===== src/rtl/mbus_arb_pkg.sv =====
package mbus_arb_pkg;

   typedef enum logic [1:0] {
      ST_IDLE  = 2'd0,
      ST_GRANT = 2'd1,
      ST_ABORT = 2'd2
   } arb_st_e;

   typedef enum logic {
      PRIO_LOW_WINS  = 1'b0,
      PRIO_HIGH_WINS = 1'b1
   } prio_e;

   localparam int unsigned MAX_DEVICES = 20;

endpackage


===== src/rtl/mbus_sync.sv =====
module mbus_sync #(
   parameter int unsigned W      = 1,
   parameter int unsigned STAGES = 2
) (
   input  logic         clk,
   input  logic         rst_n,
   input  logic [W-1:0] d,
   output logic [W-1:0] q
);

   if (STAGES < 2) begin : g_bad_stages
      $error("mbus_sync: STAGES must be at least 2");
   end
   if (W < 1) begin : g_bad_w
      $error("mbus_sync: W must be at least 1");
   end

   logic [W-1:0] stg [STAGES];

   always_ff @(posedge clk or negedge rst_n) begin
      if (!rst_n) begin
         for (int i = 0; i < STAGES; i++) stg[i] <= '0;
      end else begin
         stg[0] <= d;
         for (int i = 1; i < STAGES; i++) stg[i] <= stg[i-1];
      end
   end

   assign q = stg[STAGES-1];

endmodule


===== src/rtl/mbus_prio_pick.sv =====
module mbus_prio_pick
   import mbus_arb_pkg::*;
#(
   parameter int unsigned N    = 4,
   parameter int unsigned IDW  = 2,
   parameter prio_e       PRIO = PRIO_LOW_WINS
) (
   input  logic [N-1:0]   req,
   output logic [N-1:0]   oh,
   output logic [IDW-1:0] idx,
   output logic           valid
);

   if ((1 << IDW) < N) begin : g_bad_idw
      $error("mbus_prio_pick: IDW too narrow for N");
   end

   if (PRIO == PRIO_LOW_WINS) begin : g_low
      always_comb begin
         logic hit;
         hit = 1'b0;
         oh  = '0;
         for (int i = 0; i < N; i++) begin
            if (req[i] && !hit) begin
               oh[i] = 1'b1;
               hit   = 1'b1;
            end
         end
      end
   end else begin : g_high
      always_comb begin
         logic hit;
         hit = 1'b0;
         oh  = '0;
         for (int i = N-1; i >= 0; i--) begin
            if (req[i] && !hit) begin
               oh[i] = 1'b1;
               hit   = 1'b1;
            end
         end
      end
   end

   always_comb begin
      idx = '0;
      for (int i = 0; i < N; i++) begin
         if (oh[i]) idx = idx | IDW'(i);
      end
   end

   assign valid = |req;

endmodule


===== src/rtl/mbus_cycle_timer.sv =====
module mbus_cycle_timer #(
   parameter int unsigned LIMIT = 256
) (
   input  logic clk,
   input  logic rst_n,
   input  logic en,
   output logic expire
);

   if (LIMIT < 1) begin : g_bad_limit
      $error("mbus_cycle_timer: LIMIT must be at least 1");
   end

   localparam int unsigned CW = $clog2(LIMIT + 1);

   logic [CW-1:0] cnt;

   assign expire = en && (cnt == CW'(LIMIT - 1));

   always_ff @(posedge clk or negedge rst_n) begin
      if (!rst_n)       cnt <= '0;
      else if (!en)     cnt <= '0;
      else if (!expire) cnt <= cnt + 1'b1;
   end

endmodule


===== src/rtl/mbus_irq_latch.sv =====
module mbus_irq_latch #(
   parameter int unsigned IDW = 2
) (
   input  logic           clk,
   input  logic           rst_n,
   input  logic           irq_s,
   input  logic           granted,
   input  logic [IDW-1:0] owner,
   input  logic           ack,
   output logic           pend,
   output logic [IDW-1:0] src
);

   logic irq_d;
   logic rise;

   assign rise = irq_s && !irq_d;

   always_ff @(posedge clk or negedge rst_n) begin
      if (!rst_n) begin
         irq_d <= 1'b0;
         pend  <= 1'b0;
         src   <= '0;
      end else begin
         irq_d <= irq_s;
         if (ack) begin
            pend <= 1'b0;
         end else if (!pend && rise && granted) begin
            pend <= 1'b1;
            src  <= owner;
         end
      end
   end

endmodule


===== src/rtl/mbus_arbiter.sv =====
module mbus_arbiter
   import mbus_arb_pkg::*;
#(
   parameter int unsigned NDEV        = 20,
   parameter int unsigned TIMEOUT     = 256,
   parameter int unsigned ABORT_LEN   = 4,
   parameter int unsigned SYNC_STAGES = 2,
   parameter prio_e       PRIO        = PRIO_LOW_WINS,
   localparam int unsigned IDW        = (NDEV > 1) ? $clog2(NDEV) : 1
) (
   input  logic            clk,
   input  logic            rst_n,
   input  logic [NDEV-1:0] req_i,
   input  logic            busy_i,
   input  logic            acq_i,
   input  logic            vec_i,
   input  logic            dealloc_i,
   input  logic            abort_i,
   input  logic            bus_rst_i,
   input  logic            hold_i,
   input  logic            retain_i,
   input  logic            irq_i,
   input  logic            irq_ack_i,
   output logic [NDEV-1:0] gnt_o,
   output logic            rel_o,
   output logic            abort_o,
   output logic            irq_pend_o,
   output logic [IDW-1:0]  irq_src_o
);

   if (NDEV < 1 || NDEV > MAX_DEVICES) begin : g_bad_ndev
      $error("mbus_arbiter: NDEV out of range 1..20");
   end
   if (TIMEOUT < 2) begin : g_bad_timeout
      $error("mbus_arbiter: TIMEOUT must be at least 2");
   end
   if (ABORT_LEN < 1) begin : g_bad_abort
      $error("mbus_arbiter: ABORT_LEN must be at least 1");
   end

   localparam int unsigned NCTL = 9;
   localparam int unsigned SW   = NDEV + NCTL;

   // synchronised copies of every bus input
   logic [SW-1:0]   sync_d;
   logic [SW-1:0]   sync_q;
   logic [NDEV-1:0] req_s;
   logic            busy_s, acq_s, vec_s, dea_s, abt_s, brst_s;
   logic            hold_s, ret_s, irq_s;

   assign sync_d = {irq_i, retain_i, hold_i, bus_rst_i, abort_i,
                    dealloc_i, vec_i, acq_i, busy_i, req_i};

   mbus_sync #(.W(SW), .STAGES(SYNC_STAGES)) u_sync (
      .clk   (clk),
      .rst_n (rst_n),
      .d     (sync_d),
      .q     (sync_q)
   );

   assign req_s  = sync_q[NDEV-1:0];
   assign busy_s = sync_q[NDEV+0];
   assign acq_s  = sync_q[NDEV+1];
   assign vec_s  = sync_q[NDEV+2];
   assign dea_s  = sync_q[NDEV+3];
   assign abt_s  = sync_q[NDEV+4];
   assign brst_s = sync_q[NDEV+5];
   assign hold_s = sync_q[NDEV+6];
   assign ret_s  = sync_q[NDEV+7];
   assign irq_s  = sync_q[NDEV+8];

   // priority choice among bidders
   logic [NDEV-1:0] pick_oh;
   logic [IDW-1:0]  pick_idx;
   logic            pick_valid;

   mbus_prio_pick #(.N(NDEV), .IDW(IDW), .PRIO(PRIO)) u_pick (
      .req   (req_s),
      .oh    (pick_oh),
      .idx   (pick_idx),
      .valid (pick_valid)
   );

   // grant state
   arb_st_e         state;
   logic [NDEV-1:0] gnt_q;
   logic [IDW-1:0]  idx_q;
   logic            blocked;
   logic            owner_req;
   logic            to_expire;
   logic            ab_expire;

   assign abort_o   = (state == ST_ABORT);
   assign blocked   = busy_s | acq_s | vec_s | dea_s | abt_s | abort_o | brst_s;
   assign owner_req = |(req_s & gnt_q);

   mbus_cycle_timer #(.LIMIT(TIMEOUT)) u_cycle_to (
      .clk    (clk),
      .rst_n  (rst_n),
      .en     ((state == ST_GRANT) && busy_s),
      .expire (to_expire)
   );

   mbus_cycle_timer #(.LIMIT(ABORT_LEN)) u_abort_len (
      .clk    (clk),
      .rst_n  (rst_n),
      .en     (state == ST_ABORT),
      .expire (ab_expire)
   );

   always_ff @(posedge clk or negedge rst_n) begin
      if (!rst_n) begin
         state <= ST_IDLE;
         gnt_q <= '0;
         idx_q <= '0;
      end else begin
         unique case (state)
            ST_IDLE: begin
               if (!blocked && pick_valid) begin
                  state <= ST_GRANT;
                  gnt_q <= pick_oh;
                  idx_q <= pick_idx;
               end
            end
            ST_GRANT: begin
               if (!owner_req) begin
                  state <= ST_IDLE;
                  gnt_q <= '0;
               end else if (to_expire) begin
                  state <= ST_ABORT;
               end
            end
            ST_ABORT: begin
               if (ab_expire) begin
                  state <= ST_IDLE;
                  gnt_q <= '0;
               end
            end
            default: begin
               state <= ST_IDLE;
               gnt_q <= '0;
            end
         endcase
      end
   end

   assign gnt_o = gnt_q;
   assign rel_o = (state == ST_GRANT) && (|(req_s & ~gnt_q)) && !hold_s && !ret_s;

   mbus_irq_latch #(.IDW(IDW)) u_irq (
      .clk     (clk),
      .rst_n   (rst_n),
      .irq_s   (irq_s),
      .granted (state != ST_IDLE),
      .owner   (idx_q),
      .ack     (irq_ack_i),
      .pend    (irq_pend_o),
      .src     (irq_src_o)
   );

endmodule


===== config.mk =====
export PLATFORM = sky130hd
export DESIGN_NAME = mbus_arbiter
export DESIGN_NICKNAME = d
export VERILOG_FILES = /design/src/rtl/mbus_arb_pkg.sv /design/src/rtl/mbus_sync.sv /design/src/rtl/mbus_prio_pick.sv /design/src/rtl/mbus_cycle_timer.sv /design/src/rtl/mbus_irq_latch.sv /design/src/rtl/mbus_arbiter.sv
export SDC_FILE = /design/constraint.sdc
export NUM_CORES = 1
export LEC_CHECK = 0
export BUFFER_PORTS_ARGS = -buffer_cell sky130_fd_sc_hd__buf_2
export CAP_MARGIN = 20
export CORE_UTILIZATION = 43
export CTS_BUF_LIST = sky130_fd_sc_hd__clkbuf_4 sky130_fd_sc_hd__clkbuf_8
export DETAILED_ROUTE_END_ITERATION = 7
export PLACE_DENSITY = 0.67
export SLEW_MARGIN = 20
export SYNTH_ARGS = -nofsm -noshare
export SYNTH_HDL_FRONTEND = slang
export SYNTH_SLANG_ARGS = --single-unit

===== constraint.sdc =====
create_clock -name clk -period 2.16 [get_ports clk]
set_input_delay 0.432 -clock clk [delete_from_list [all_inputs] [get_ports clk]]
set_output_delay 0.432 -clock clk [all_outputs]
set_load 0.005 [all_outputs]

==> results.yml <==
layout:
  area_growth_syn_to_layout_pct: 30.5
  insertedDiodeCount: 0
  final_cells: 539
  layout.filler_cells: 739
  nNetsFinal: 462
  sequential_cell_area_sq_um: 2600
  multi_input_comb_area_sq_um: 1290
  layout-drive-gt1-share_pct: 38.3
pwr:
  design_power_total_mw: 3.92
  leakagePower_nw: 2.46
  pwr_density_cell_nw_per_um2: 769
  peakVddDrop_v: 0.000403
synthesis:
  synth_seq_area_share_pct: 66.6
  yosys_warnings: 0
  mapped_cells: 308
  synthesis.nets: 344
  flip_flop_cell_with_the_highest_count_after_synthesis: "sky130_fd_sc_hd__dfrtp_1"
  synth_enable_flop_cells: 0
  post_synth_instance_area_sq_um: 3910
  yosys_register_bits: 104
  postSynth.asyncResetShare_pct: 100
  average_instance_area_after_synthesis_sq_um: 12.7
  netlist-cell-type-count: 46
routing:
  drt_first_pass_iters: 7
  detail_route.wl_per_cell_um: 17.6
  num_vias: 2958
  dr.first_iter.drc_count: 179
  wl_um: 9480
  postRouteAntennaNets: 0
  drc: 0
  drt-vias-per-instance: 5.49
critical_path:
  required_ns: 1.73
  worstPathCellList: "buf_6 > inv_2 > o22ai_2 > a221o_1 > nor4_2 > a21oi_2 > buf_2"
  r2r.worst_path.cells: 9
  worstSetupPathType: "register to primary output"
  timing.reg2reg.setup_slack_ns: -0.05
  slowest_stage: "sky130_fd_sc_hd__dfrtp_1"
  start_kind: "register"
  critPathMaxFanout: 4
  cp_slowest_stage_delay_ns: 0.41
  worst-endpoint-arrival_ns: 1.85
  r2r-end: "gnt_o[6]$_DFFE_PN0P_"
  timing.critical_path.to_type: "primary output"
  crit-reg2reg-launch: "u_sync.q[8]$_DFF_PN0_"
clocking:
  cts_tree: "yes"
  cts_htree_levels: 3
  path_clk_slew_ns: 0.11
  clkSinkCount: 104
  clk_latency_ns: 0.37
  numCtsBuffers: 9
  max-clock-path-buffers: 2
  clock-root-buffer: "sky130_fd_sc_hd__clkbuf_8"
placed_design:
  place.port_buffers: 59
  detailedPlacementHpwl_um: 6650
  pre_cts_ws_ns: -0.133
  dp.cells: 510
  gp_routability_congestion: 0.906
grt:
  grt_util_met3_pct: 5.25
  wire_length_of_the_first_global_routing_pass_um: 15300
  total_grt_overflow: 0
  first_global_vias: 3018
  grt_busiest_layer: "met2"
  grt_util_met2_pct: 33.4
  grt_antenna_before_repair: 1
  grt_util_all_layers_pct: 21.0
  grt_use_met1_pct: 28.0
  grt_max_degree: 41
sta:
  fin_skew_ns: 0.0155
  finalWorstSetupSlack_ns: -0.126
  tightestPinTransition_ns: 0.632
  rsz_0062_raised_after_global_routing: "true"
  fmax_mhz: 438
  max_slew_margin_pct: 57.5
  finalHoldViolCount: 0
  layout_worst_path_cycle_share_pct: 106
  maxSlewViolCount: 0
  fin_crit_ns: 2.29
  final-setup-viol-count: 5
min_path:
  hp-class: "input port to async pin"
status:
  outcome: "complete, but fails checks"
  violations_in_the_final_reports: "negative setup slack"
floorplanning:
  fp-row-count: 34
  die-width_um: 97.3
  core_area_sq_um: 8760
  die_area_sq_um: 9470
  top_level_ports: 60
  die-height_um: 97.3
  start_util_pct: 44.6
flow_run:
  maxCapViolations: 0
cell usage in the layout (no fill, tap or decap), drive strengths merged, types with 8 or more instances in the layout:
master  instances
nor2           34
dfrtp         104
a32o           10
inv            29
clkbuf         10
nor4            8
o21ai           8
nand2          10
buf           114
a22oi           8
nand3           9
layout make-up:
| type | instances | share of cell area, % |
|---|---|---|
| Clock buffer | 10 | 2.58 |
| Multi-Input combinational cell | 173 | 25.3 |
| Sequential cell | 104 | 51.0 |
| Clock inverter | 6 | 1.10 |
| Inverter | 24 | 1.77 |
| Timing Repair Buffer | 114 | 15.5 |
| Tap cell | 108 | 2.65 |
cell usage after synthesis, types with 2 or more instances:
cell	number	area share, %
sky130_fd_sc_hd__or4_1	3	0.58
sky130_fd_sc_hd__nor2_1	34	3.3
sky130_fd_sc_hd__nand2_1	10	0.96
sky130_fd_sc_hd__buf_6	3	0.86
sky130_fd_sc_hd__nor4_1	7	1.1
sky130_fd_sc_hd__or3_1	2	0.32
sky130_fd_sc_hd__inv_1	24	2.3
sky130_fd_sc_hd__a2111oi_0	2	0.45
sky130_fd_sc_hd__a221o_1	3	0.77
sky130_fd_sc_hd__o21ai_0	8	1.0
sky130_fd_sc_hd__nor4b_1	2	0.45
sky130_fd_sc_hd__a21oi_1	5	0.64
sky130_fd_sc_hd__o22ai_1	6	0.96
sky130_fd_sc_hd__nand3_1	9	1.2
sky130_fd_sc_hd__mux2i_1	2	0.51
sky130_fd_sc_hd__nor3_1	7	0.90
sky130_fd_sc_hd__nor2b_1	3	0.48
sky130_fd_sc_hd__a22oi_1	8	1.5
sky130_fd_sc_hd__xor2_1	5	1.1
sky130_fd_sc_hd__or2_2	2	0.32
sky130_fd_sc_hd__dfrtp_1	104	67
sky130_fd_sc_hd__a32o_1	10	2.6
sky130_fd_sc_hd__a21oi_2	2	0.45
sky130_fd_sc_hd__a31o_2	2	0.45
sky130_fd_sc_hd__a31oi_1	3	0.48
sky130_fd_sc_hd__xnor2_1	2	0.45
sky130_fd_sc_hd__and3_1	3	0.48
sky130_fd_sc_hd__mux2_2	5	1.4
sky130_fd_sc_hd__clkbuf_1	3	0.29
sky130_fd_sc_hd__a22o_1	7	1.6
sky130_fd_sc_hd__nand4_1	4	0.64
sky130_fd_sc_hd__ha_1	4	1.3
cell families after synthesis:
family          after synthesis  share of synthesized area [%]
simple gates                 90                           11.8
flops                       104                           66.6
buf+inv                      31                           3.59
compound gates               64                           12.9
xor+xnor                      7                           1.57
fa+ha+maj                     4                           1.28
mux                           8                           2.24
where the power goes:
group          switching (mW)  internal, mW  leakage (nW)
logic                   0.333         0.298          1.05
registers              0.0866          2.06          1.31
clock network           0.686         0.461        0.0952
per-layer routing:
metal  wire length (um)  share of wire [%]
met1               4030                 43
met2               4570                 48
met3                673                7.1
met4                200                2.1
met5                  2              0.021
critical path, delay by kind of cell, from the launching register on:
| kind | cells | cell delay, ns |
|---|---|---|
| and+or+nand+nor | 1 | 0.30 |
| DFF | 1 | 0.41 |
| buffers and inverters | 3 | 0.31 |
| AOI/OAI and AO/OA | 3 | 0.46 |
worst max path at each step:
stage,from,end,slack (ns),cells after the start
5_1_grt,u_sync.q[7]$_DFF_PN0_,rel_o,-0.21,7
3_3_place_gp,u_sync.q[11]$_DFF_PN0_,idx_q[1]$_DFFE_PN0P_,-0.16,6
4_1_cts,u_sync.q[5]$_DFF_PN0_,rel_o,-0.12,6
3_5_place_dp,u_sync.q[11]$_DFF_PN0_,idx_q[1]$_DFFE_PN0P_,-0.13,6
6_report,u_sync.q[7]$_DFF_PN0_,rel_o,-0.13,7
2_1_floorplan,u_sync.q[11]$_DFF_PN0_,gnt_o[10]$_DFFE_PN0P_,-0.02,6
state kept, by name, indices dropped and copies added (netlist names):
signal	cells
u_irq.irq_d	1
idx_q	5
u_abort_len.cnt	3
u_cycle_to.cnt	9
u_sync.stg	29
gnt_o	20
u_irq.src	5
u_sync.q	29
u_irq.pend	1
state	2
metrics by stage:
step / hold slack [ns] / TNS (ns) / area [sq um] / util [%]
4_1_cts: 0.0304 / -0.620 / 5000 / 57.0
5_1_grt: 0.0434 / -1.72 / 5100 / 58.2
6_report: 0.0179 / -0.308 / 5100 / 58.2
3_5_place_dp: 0.336 / -0.148 / 4650 / 53.1
2_1_floorplan: 0.136 / -0.0305 / 3910 / -
3_3_place_gp: 0.331 / -0.211 / 4650 / 53.1
what timing repair did:
action / in CTS / in global routing
cloned: 1 / 2
hold buffers: 0 / 0
gates resized for setup: 18 / 25
buffers inserted: 9 / 4
pin swaps: 14 / 17
endpoints found under the setup margin: 5 / 24
No activity file was read; power rests on OpenSTA's default activity.
